$ cat src/rtl/lock_watch_pkg.sv
package lock_watch_pkg;

   typedef enum logic [1:0] {
      LW_STOP   = 2'b00,
      LW_PASS   = 2'b01,
      LW_NARROW = 2'b10,
      LW_WIDE   = 2'b11
   } lw_mode_e;

   function automatic longint unsigned lw_ceil_div(input longint unsigned num,
                                                   input longint unsigned den);
      return (num + den - 1) / den;
   endfunction

   function automatic int unsigned lw_bits(input longint unsigned max_val);
      int unsigned b;
      b = 1;
      while ((longint'(1) << b) <= max_val) b++;
      return b;
   endfunction

endpackage

$ cat src/rtl/lock_watch_width.sv
module lock_watch_width #(
   parameter int unsigned NARROW_CYC = 4,
   parameter int unsigned WIDE_CYC   = 8,
   parameter int unsigned CNT_W      = 4
) (
   input  logic clk_i,
   input  logic rst_ni,
   input  logic err_i,
   input  logic arm_i,
   input  logic wide_i,
   output logic viol_o
);
   localparam logic [CNT_W-1:0] CNT_MAX = {CNT_W{1'b1}};

   logic [CNT_W-1:0] cnt_q;
   logic [1:0]       over;

   for (genvar g = 0; g < 2; g++) begin : g_cmp
      localparam int unsigned LIM = (g == 0) ? NARROW_CYC : WIDE_CYC;
      assign over[g] = (cnt_q >= CNT_W'(LIM));
   end

   assign viol_o = arm_i & err_i & over[wide_i];

   always_ff @(posedge clk_i or negedge rst_ni) begin
      if (!rst_ni) begin
         cnt_q <= '0;
      end else if (!arm_i || !err_i) begin
         cnt_q <= '0;
      end else if (cnt_q != CNT_MAX) begin
         cnt_q <= cnt_q + 1'b1;
      end
   end
endmodule

$ cat src/rtl/lock_watch_hold.sv
module lock_watch_hold #(
   parameter int unsigned HOLD_CYC = 10800,
   parameter int unsigned HOLD_W   = 14
) (
   input  logic              clk_i,
   input  logic              rst_ni,
   input  logic              clr_i,
   input  logic              load_i,
   output logic              active_o,
   output logic [HOLD_W-1:0] count_o
);
   if (HOLD_CYC == 1) begin : g_flop
      logic act_q;
      always_ff @(posedge clk_i or negedge rst_ni) begin
         if (!rst_ni)     act_q <= 1'b0;
         else if (clr_i)  act_q <= 1'b0;
         else             act_q <= load_i;
      end
      assign active_o = act_q;
      assign count_o  = HOLD_W'(act_q);
   end else begin : g_count
      logic [HOLD_W-1:0] cnt_q;
      always_ff @(posedge clk_i or negedge rst_ni) begin
         if (!rst_ni)            cnt_q <= '0;
         else if (clr_i)         cnt_q <= '0;
         else if (load_i)        cnt_q <= HOLD_W'(HOLD_CYC);
         else if (cnt_q != '0)   cnt_q <= cnt_q - 1'b1;
      end
      assign active_o = (cnt_q != '0);
      assign count_o  = cnt_q;
   end
endmodule

$ cat src/rtl/lock_watch.sv
module lock_watch
   import lock_watch_pkg::*;
#(
   parameter int unsigned CLK_KHZ   = 7200,
   parameter int unsigned NARROW_NS = 550,
   parameter int unsigned WIDE_NS   = 1110,
   parameter int unsigned HOLD_US   = 1500
) (
   input  logic       clk_i,
   input  logic       rst_ni,
   input  logic       up_i,
   input  logic       dn_i,
   input  logic [1:0] mode_i,
   output logic       unlock_o,
   output logic       drive_en_o,
   output logic       locked_o
);
   localparam int unsigned NARROW_CYC =
      int'(lw_ceil_div(longint'(CLK_KHZ) * NARROW_NS, 1000000));
   localparam int unsigned WIDE_CYC =
      int'(lw_ceil_div(longint'(CLK_KHZ) * WIDE_NS, 1000000));
   localparam int unsigned HOLD_CYC =
      int'(lw_ceil_div(longint'(CLK_KHZ) * HOLD_US, 1000));
   localparam int unsigned MAX_THR = (WIDE_CYC > NARROW_CYC) ? WIDE_CYC : NARROW_CYC;
   localparam int unsigned CNT_W   = lw_bits(MAX_THR + 1);
   localparam int unsigned HOLD_W  = lw_bits(HOLD_CYC);

   initial begin
      assert (CLK_KHZ > 0)    else $error("lock_watch: CLK_KHZ must be nonzero");
      assert (NARROW_CYC > 0) else $error("lock_watch: narrow threshold rounds to zero");
      assert (WIDE_CYC > 0)   else $error("lock_watch: wide threshold rounds to zero");
      assert (HOLD_CYC > 0)   else $error("lock_watch: hold time rounds to zero");
   end

   lw_mode_e          mode_q;
   lw_mode_e          mode_now;
   logic              same;
   logic              err;
   logic              arm;
   logic              viol;
   logic              hold_act;
   logic [HOLD_W-1:0] hold_cnt;

   assign mode_now = lw_mode_e'(mode_i);
   assign same     = (mode_now == mode_q);
   assign err      = up_i | dn_i;
   assign arm      = same & mode_i[1];

   always_ff @(posedge clk_i or negedge rst_ni) begin
      if (!rst_ni) mode_q <= LW_STOP;
      else         mode_q <= mode_now;
   end

   lock_watch_width #(
      .NARROW_CYC (NARROW_CYC),
      .WIDE_CYC   (WIDE_CYC),
      .CNT_W      (CNT_W)
   ) u_width (
      .clk_i  (clk_i),
      .rst_ni (rst_ni),
      .err_i  (err),
      .arm_i  (arm),
      .wide_i (mode_i[0]),
      .viol_o (viol)
   );

   lock_watch_hold #(
      .HOLD_CYC (HOLD_CYC),
      .HOLD_W   (HOLD_W)
   ) u_hold (
      .clk_i    (clk_i),
      .rst_ni   (rst_ni),
      .clr_i    (!same),
      .load_i   (viol),
      .active_o (hold_act),
      .count_o  (hold_cnt)
   );

   always_comb begin
      unlock_o = 1'b0;
      if (same) begin
         unique case (mode_now)
            LW_STOP:   unlock_o = 1'b0;
            LW_PASS:   unlock_o = err;
            LW_NARROW,
            LW_WIDE:   unlock_o = hold_act;
            default:   unlock_o = 1'b0;
         endcase
      end
   end

   assign drive_en_o = (mode_now != LW_STOP);
   assign locked_o   = ~unlock_o;
endmodule

$ cat config.mk
export PLATFORM = sky130hd
export DESIGN_NAME = lock_watch
export DESIGN_NICKNAME = d
export VERILOG_FILES = /design/src/rtl/lock_watch_pkg.sv /design/src/rtl/lock_watch_width.sv /design/src/rtl/lock_watch_hold.sv /design/src/rtl/lock_watch.sv
export SDC_FILE = /design/constraint.sdc
export NUM_CORES = 1
export LEC_CHECK = 0
export ABC_AREA = 1
export BUFFER_PORTS_ARGS = -buffer_cell sky130_fd_sc_hd__buf_2
export CAP_MARGIN = 20
export CORE_AREA = 2 2 60 62
export CTS_BUF_LIST = sky130_fd_sc_hd__clkbuf_8
export DETAILED_ROUTE_END_ITERATION = 10
export DIE_AREA = 0 0 62 64
export GPL_TIMING_DRIVEN = 0
export HOLD_SLACK_MARGIN = 0.12
export PLACE_DENSITY_LB_ADDON = 0.1
export RECOVER_POWER = 25
export SYNTH_ARGS = -nofsm -noshare
export SYNTH_HDL_FRONTEND = slang
export SYNTH_SLANG_ARGS = --single-unit
$ cat constraint.sdc
create_clock -name clk_i -period 2 [get_ports clk_i]
set_input_delay 0.5 -clock clk_i [delete_from_list [all_inputs] [get_ports clk_i]]
set_output_delay 0.5 -clock clk_i [all_outputs]
set_load 0.1 [all_outputs]
# Yosys cells after proc, flatten, opt, wreduce, memory -nomap -nowiden
# Index checks and enable logic that the tools add are counted.
dict set report totals {
  inputBits 6
  output_inout_bits 3
  word_cells 36
  register_bits 20
}
dict set report op_classes {
  bitwise_logic 5
  n_eq_ne 6
  reduce_logical 8
  mux 9
  n_lt_le_gt_ge 3
  n_addsub 2
}
# operator count
set op_table {}
lappend op_table {{14-bit two-way mux} 3}
lappend op_table {{14-bit nonzero test} 1}
lappend op_table {{14-bit by 1-bit subtractor with 14-bit output (second input constant)} 1}
lappend op_table {{4-bit two-way mux} 2}
lappend op_table {{4-bit by 1-bit adder with 4-bit output (second input constant)} 1}
lappend op_table {{2-bit equality test (second input constant)} 2}
lappend op_table {{4-bit by 3-bit >= comparator with 1-bit output (second input constant)} 1}
lappend op_table {{4-bit >= comparator (second input constant)} 1}
lappend op_table {{4-bit inequality test (second input constant)} 1}
lappend op_table {{2-bit nonzero test} 2}
lappend op_table {{1-bit AND} 3}
lappend op_table {{1-bit two-way mux} 3}
lappend op_table {{3-bit by 1-bit inequality test with 1-bit output (second input constant)} 1}
lappend op_table {{1-bit one-hot mux with 3 select lines} 1}
lappend op_table {{2-bit by 1-bit equality test with 1-bit output (second input constant)} 1}
lappend op_table {{2-bit equality test} 1}
lappend op_table {{1-bit zero test} 2}
lappend op_table {{2-bit zero test} 1}
lappend op_table {{1-bit by 2-bit < comparator with 1-bit output (second input constant)} 1}
lappend op_table {{2-bit OR reduction} 1}
lappend op_table {{1-bit logical OR} 1}
lappend op_table {{1-bit inverter} 1}
lappend op_table {{1-bit OR} 1}

# Logic depth before layout (Yosys ltp)
dict set report logic_depth {
  depth_word 6
  ltp_mapped 10
  ltp_nobuf 10
}

# Modules after synthesis
# Synthesis repeated with hierarchy kept, for this count alone.
dict set report unflattened {
  hier_cells 173
  area_unflattened_um2 1275.0
}
# mod n_inst area_per_inst_um2 cells_each seq_area_each_um2
set modules_own_cells {}
lappend modules_own_cells {lock_watch_hold 1 867.1 113 350.3}
lappend modules_own_cells {lock_watch_width 1 264.0 34 100.1}
lappend modules_own_cells {lock_watch 1 143.9 26 50.0}

# Least setup slack after synthesis
# Ideal clock, no wire load.
dict set report synth_path {
  path_type {register -> output}
  start {register u_hold.g_count.cnt_q[0], in the netlist u_hold.count_o[0]}
  end {output port unlock_o}
  required_ns 1.500
  arrival_ns 2.074
  path_buffers 0
  slack_ns -0.574
  path_stages_with_launch 10
  cell_sequence {dfrtp_1 -> inv_1 -> ha_1 -> nand2_2 -> nor2_8 -> nand3_2 -> nand2_1 -> nand2_1 -> nand2_2 -> inv_1}
}
dict set report synth_via {
  elab_chain_len 3
}
# element line
set synth_rtl {}
lappend synth_rtl {{start: declaration} lock_watch_hold.sv:22} ;# logic [HOLD_W-1:0] cnt_q;
lappend synth_rtl {{start signal: assignment} lock_watch_hold.sv:26} ;# else if (load_i) cnt_q <= HOLD_W'(HOLD_CYC);
lappend synth_rtl {{start signal: assignment} lock_watch_hold.sv:27} ;# else if (cnt_q != '0) cnt_q <= cnt_q - 1'b1;
lappend synth_rtl {{14-bit nonzero test} lock_watch_hold.sv:29} ;# assign active_o = (cnt_q != '0);
lappend synth_rtl {{1-bit one-hot mux with 3 select lines} lock_watch.sv:82} ;# unique case (mode_now)
lappend synth_rtl {{1-bit two-way mux} lock_watch.sv:81} ;# if (same) begin
lappend synth_rtl {{end: declaration} lock_watch.sv:14} ;# output logic unlock_o,
# Every way passes these cells.

# Final worst setup path
dict set report layout_path {
  start {register u_hold.g_count.cnt_q[5], in the netlist u_hold.count_o[5]}
  end {output port unlock_o}
}
# Same word-level chain as after synthesis.

==> impl_metrics.csv <==
group,metric,value,unit
timing,whs,0.407,ns
clocking,clockRootBuffer,"clkbuf_8",
status,status,"finished with violations",
timing,finalCritPeriodShare,106,%
worst_setup_path,critical_path_required,1.50,ns
timing,hold_viol,0,
final_layout,diodes,0,
clocking,clock_latency,0.25,ns
logic_synthesis,syn_area,1280,sq um
floorplanning,die_y,64,um
worst_setup_path,slowest_stage,"dfrtp_1",
final_layout,drive_gt1_share,25.6,%
final_layout,syn_to_final_growth,25.5,%
timing,final_max_slew_viol_count,0,
worst_setup_path,worstPathCellList,"nor2_2, nand2_2, nor2_8, nand3_4, nand2_4, nand2_4, nand2_8, clkinvlp_4, buf_12",
drt,ant_nets,0,
timing,rsz0062_at_grt,"true",
grt,grt_usage,16.4,%
floorplanning,rows,21,
status,violations,"negative setup slack",
grt,met2_usage,25.5,%
timing,worst_slack,-0.117,ns
worst_hold_path,holdCritPathClass,"in2reg",
clocking,h-tree-depth,1,
floorplanning,die_w,62,um
timing,min_period,2.12,ns
grt,grt_pass1_wl,4.82,mm
clocking,cts_inserted_buffers,3,
grt,grt_use_met3,2.43,%
final_layout,fin_nets,210,
logic_synthesis,syn_nets,184,
clocking,clk_path_buf_depth,2,
grt,grt_pass1_vias,1120,
place,dp_worst_setup_slack,-0.249,ns
drt,drc,0,
logic_synthesis,synth-seq-area-share,38.9,%
clocking,cts_tree,"done",
grt,grt_use_met1,22.3,%
flow_run,drv_cap,0,
worst_setup_path,slowest_delay,0.41,ns
floorplanning,start_util,39.1,%
timing,clock.fmax,0.472,GHz
drt,drt_iter0_markers,48,
drt,drt_first_pass_iters,4,
drt,num_vias,1150,
timing,skew,0.00318,ns
worst_setup_path,worst-setup-path-type,"reg2out",
grt,antenna_found_initial,0,
grt,grt_overflow,0,
logic_synthesis,yosys_warnings,0,
floorplanning,core,3280,sq um
final_layout,final_cell_area,1610,sq um
place,numPortBuffers,8,
final_layout,fillers,340,
worst_setup_path,start_kind,"flip-flop",
timing,tightest_slew,1.14,ns
grt,grt_max_degree,21,
logic_synthesis,synth_area_per_cell,7.34,sq um
worst_setup_path,worst_ep_arrival_time,1.62,ns
timing,finalSetupViolCount,2,
clocking,cts.clk_slew.worst_paths,0.07,ns
timing,max-slew-margin-rel,23.7,%
grt,grt_busiest_layer,"met2",
worst_setup_path,cp-startpoint,"u_hold.count_o[5]",
clocking,cts_hold_buf,0,
logic_synthesis,synth_seq_cells,20,
worst_setup_path,path_common_cell,"nand2_4",
drt,viasPerCell,4.69,
place,hpwl,2.06,mm
worst_setup_path,critPathCaptureType,"primary output",
place,placed_area,1430,sq um
drt,wl_per_cell,11.0,um
logic_synthesis,ys_types,25,
drt,wirelength,2.70,mm
clocking,clkSinkCount,20,
worst_setup_path,cp_max_fo,3,
logic_synthesis,syn_inst,175,
worst_setup_path,r2r-start,"u_hold.count_o[5]",
worst_hold_path,hp-start,"mode_i[0]",
place,gp_congestion,0.849,
floorplanning,dieArea,3970,sq um
floorplanning,io_pins,9,
[kinds of logic (layout without fill, tap and decap cells)]
logic type | count (synthesis) | in the layout | share of synthesized area, %
buffers and inverters | 28 | 52 | 8.28
XOR/XNOR | 3 | 3 | 2.05
AND/OR/NAND/NOR | 107 | 107 | 40.5
AO/OA/AOI/OAI | 14 | 14 | 7.30
adder cells (fa/ha/maj) | 3 | 3 | 2.92
flip-flops | 20 | 20 | 38.9
[area by class of cell]
cell class / count / area (sq um) / area share (%)
repair buffers: 21 / 156 / 9.70
multi-input cells: 127 / 744 / 46.2
well taps: 46 / 57.6 / 3.57
clock buffers: 3 / 41.3 / 2.56
inverters: 28 / 110 / 6.83
flip-flops and latches: 20 / 503 / 31.2
[registers in the layout, summed over array words and instances, names as in the netlist]
signal,count
u_hold.count_o,14
u_width.cnt_q,4
mode_q,2
[placed cells by master (no fill, tap or decap), drive strengths merged, types with 3 or more instances in the layout]
master and count:
nor3 4, nand3 6, inv 26, buf 19, nor2 41, nand2 48, ha 3, clkbuf 5
a21oi 8, dfrtp 20, xor2 3, nand4 6
[final timing paths]
kind,endpoint,slack [ns],cells past startpoint
setup / recovery,unlock_o,-0.12,9
setup reg to reg,u_hold.count_o[13],0.45,8
hold reg to reg,u_hold.count_o[3],0.59,2
max in group asynchronous,u_hold.count_o[2],0.80,1
min in group asynchronous,u_hold.count_o[10],0.45,1
hold / removal,mode_q[0],0.41,1
[routing by layer]
| metal | wire length, um | share of wire [%] |
|---|---|---|
| met5 | 0 | 0 |
| met3 | 66 | 2.4 |
| met1 | 1270 | 47 |
| met4 | 34 | 1.3 |
| met2 | 1320 | 49 |
[synth_stat cells]
cell type  instances  area (sq um)
nand2_1           42           158
nor2_1            36           135
inv_1             27           101
dfrtp_1           20           500
a21oi_1            8          40.0
nand2_2            6          37.5
nand4_1            6          37.5
ha_1               3          37.5
nand3_1            3          15.0
nor2_4             3          33.8
nor3_1             3          15.0
xor2_1             3          26.3
a211oi_1           2          15.0
nand3_2            2          20.0
and2_2             1          7.51
clkinv_2           1          5.00
nand3_4            1          17.5
nand3b_1           1          7.51
nor2_2             1          6.26
nor2_8             1          20.0
nor3_2             1          10.0
o21ai_0            1          5.00
o21bai_1           1          7.51
o21bai_4           1          18.8
o31ai_1            1          7.51
[timing repair]
item | in CTS | in global routing
cloned | 0 | 0
pin swaps | 8 | 6
resized for setup | 11 | 3
setup buffers | 7 | 6
endpoints found under the hold margin | 0 | 0
setup endpoints to repair | 2 | 2
[per-stage QoR]
step / TNS (ns) / cells / utilization, %
2_1_floorplan: -0.207 / 175 / -
3_3_place_gp: -0.425 / 229 / 43.4
3_5_place_dp: -0.423 / 229 / 43.4
4_1_cts: -0.268 / 239 / 47.6
5_1_grt: -0.398 / 245 / 49.1
6_report: -0.192 / 245 / 49.1
[worst max-delay path, delay by kind of cell (launching register included)]
family / cells / cell delay (ns)
flip-flops: 1 / 0.41
AND/OR/NAND/NOR: 7 / 0.69
buffers and inverters: 2 / 0.27
Power is not shown: default switching activity piles up to over one toggle a cycle in this logic, so the estimate is an artifact.
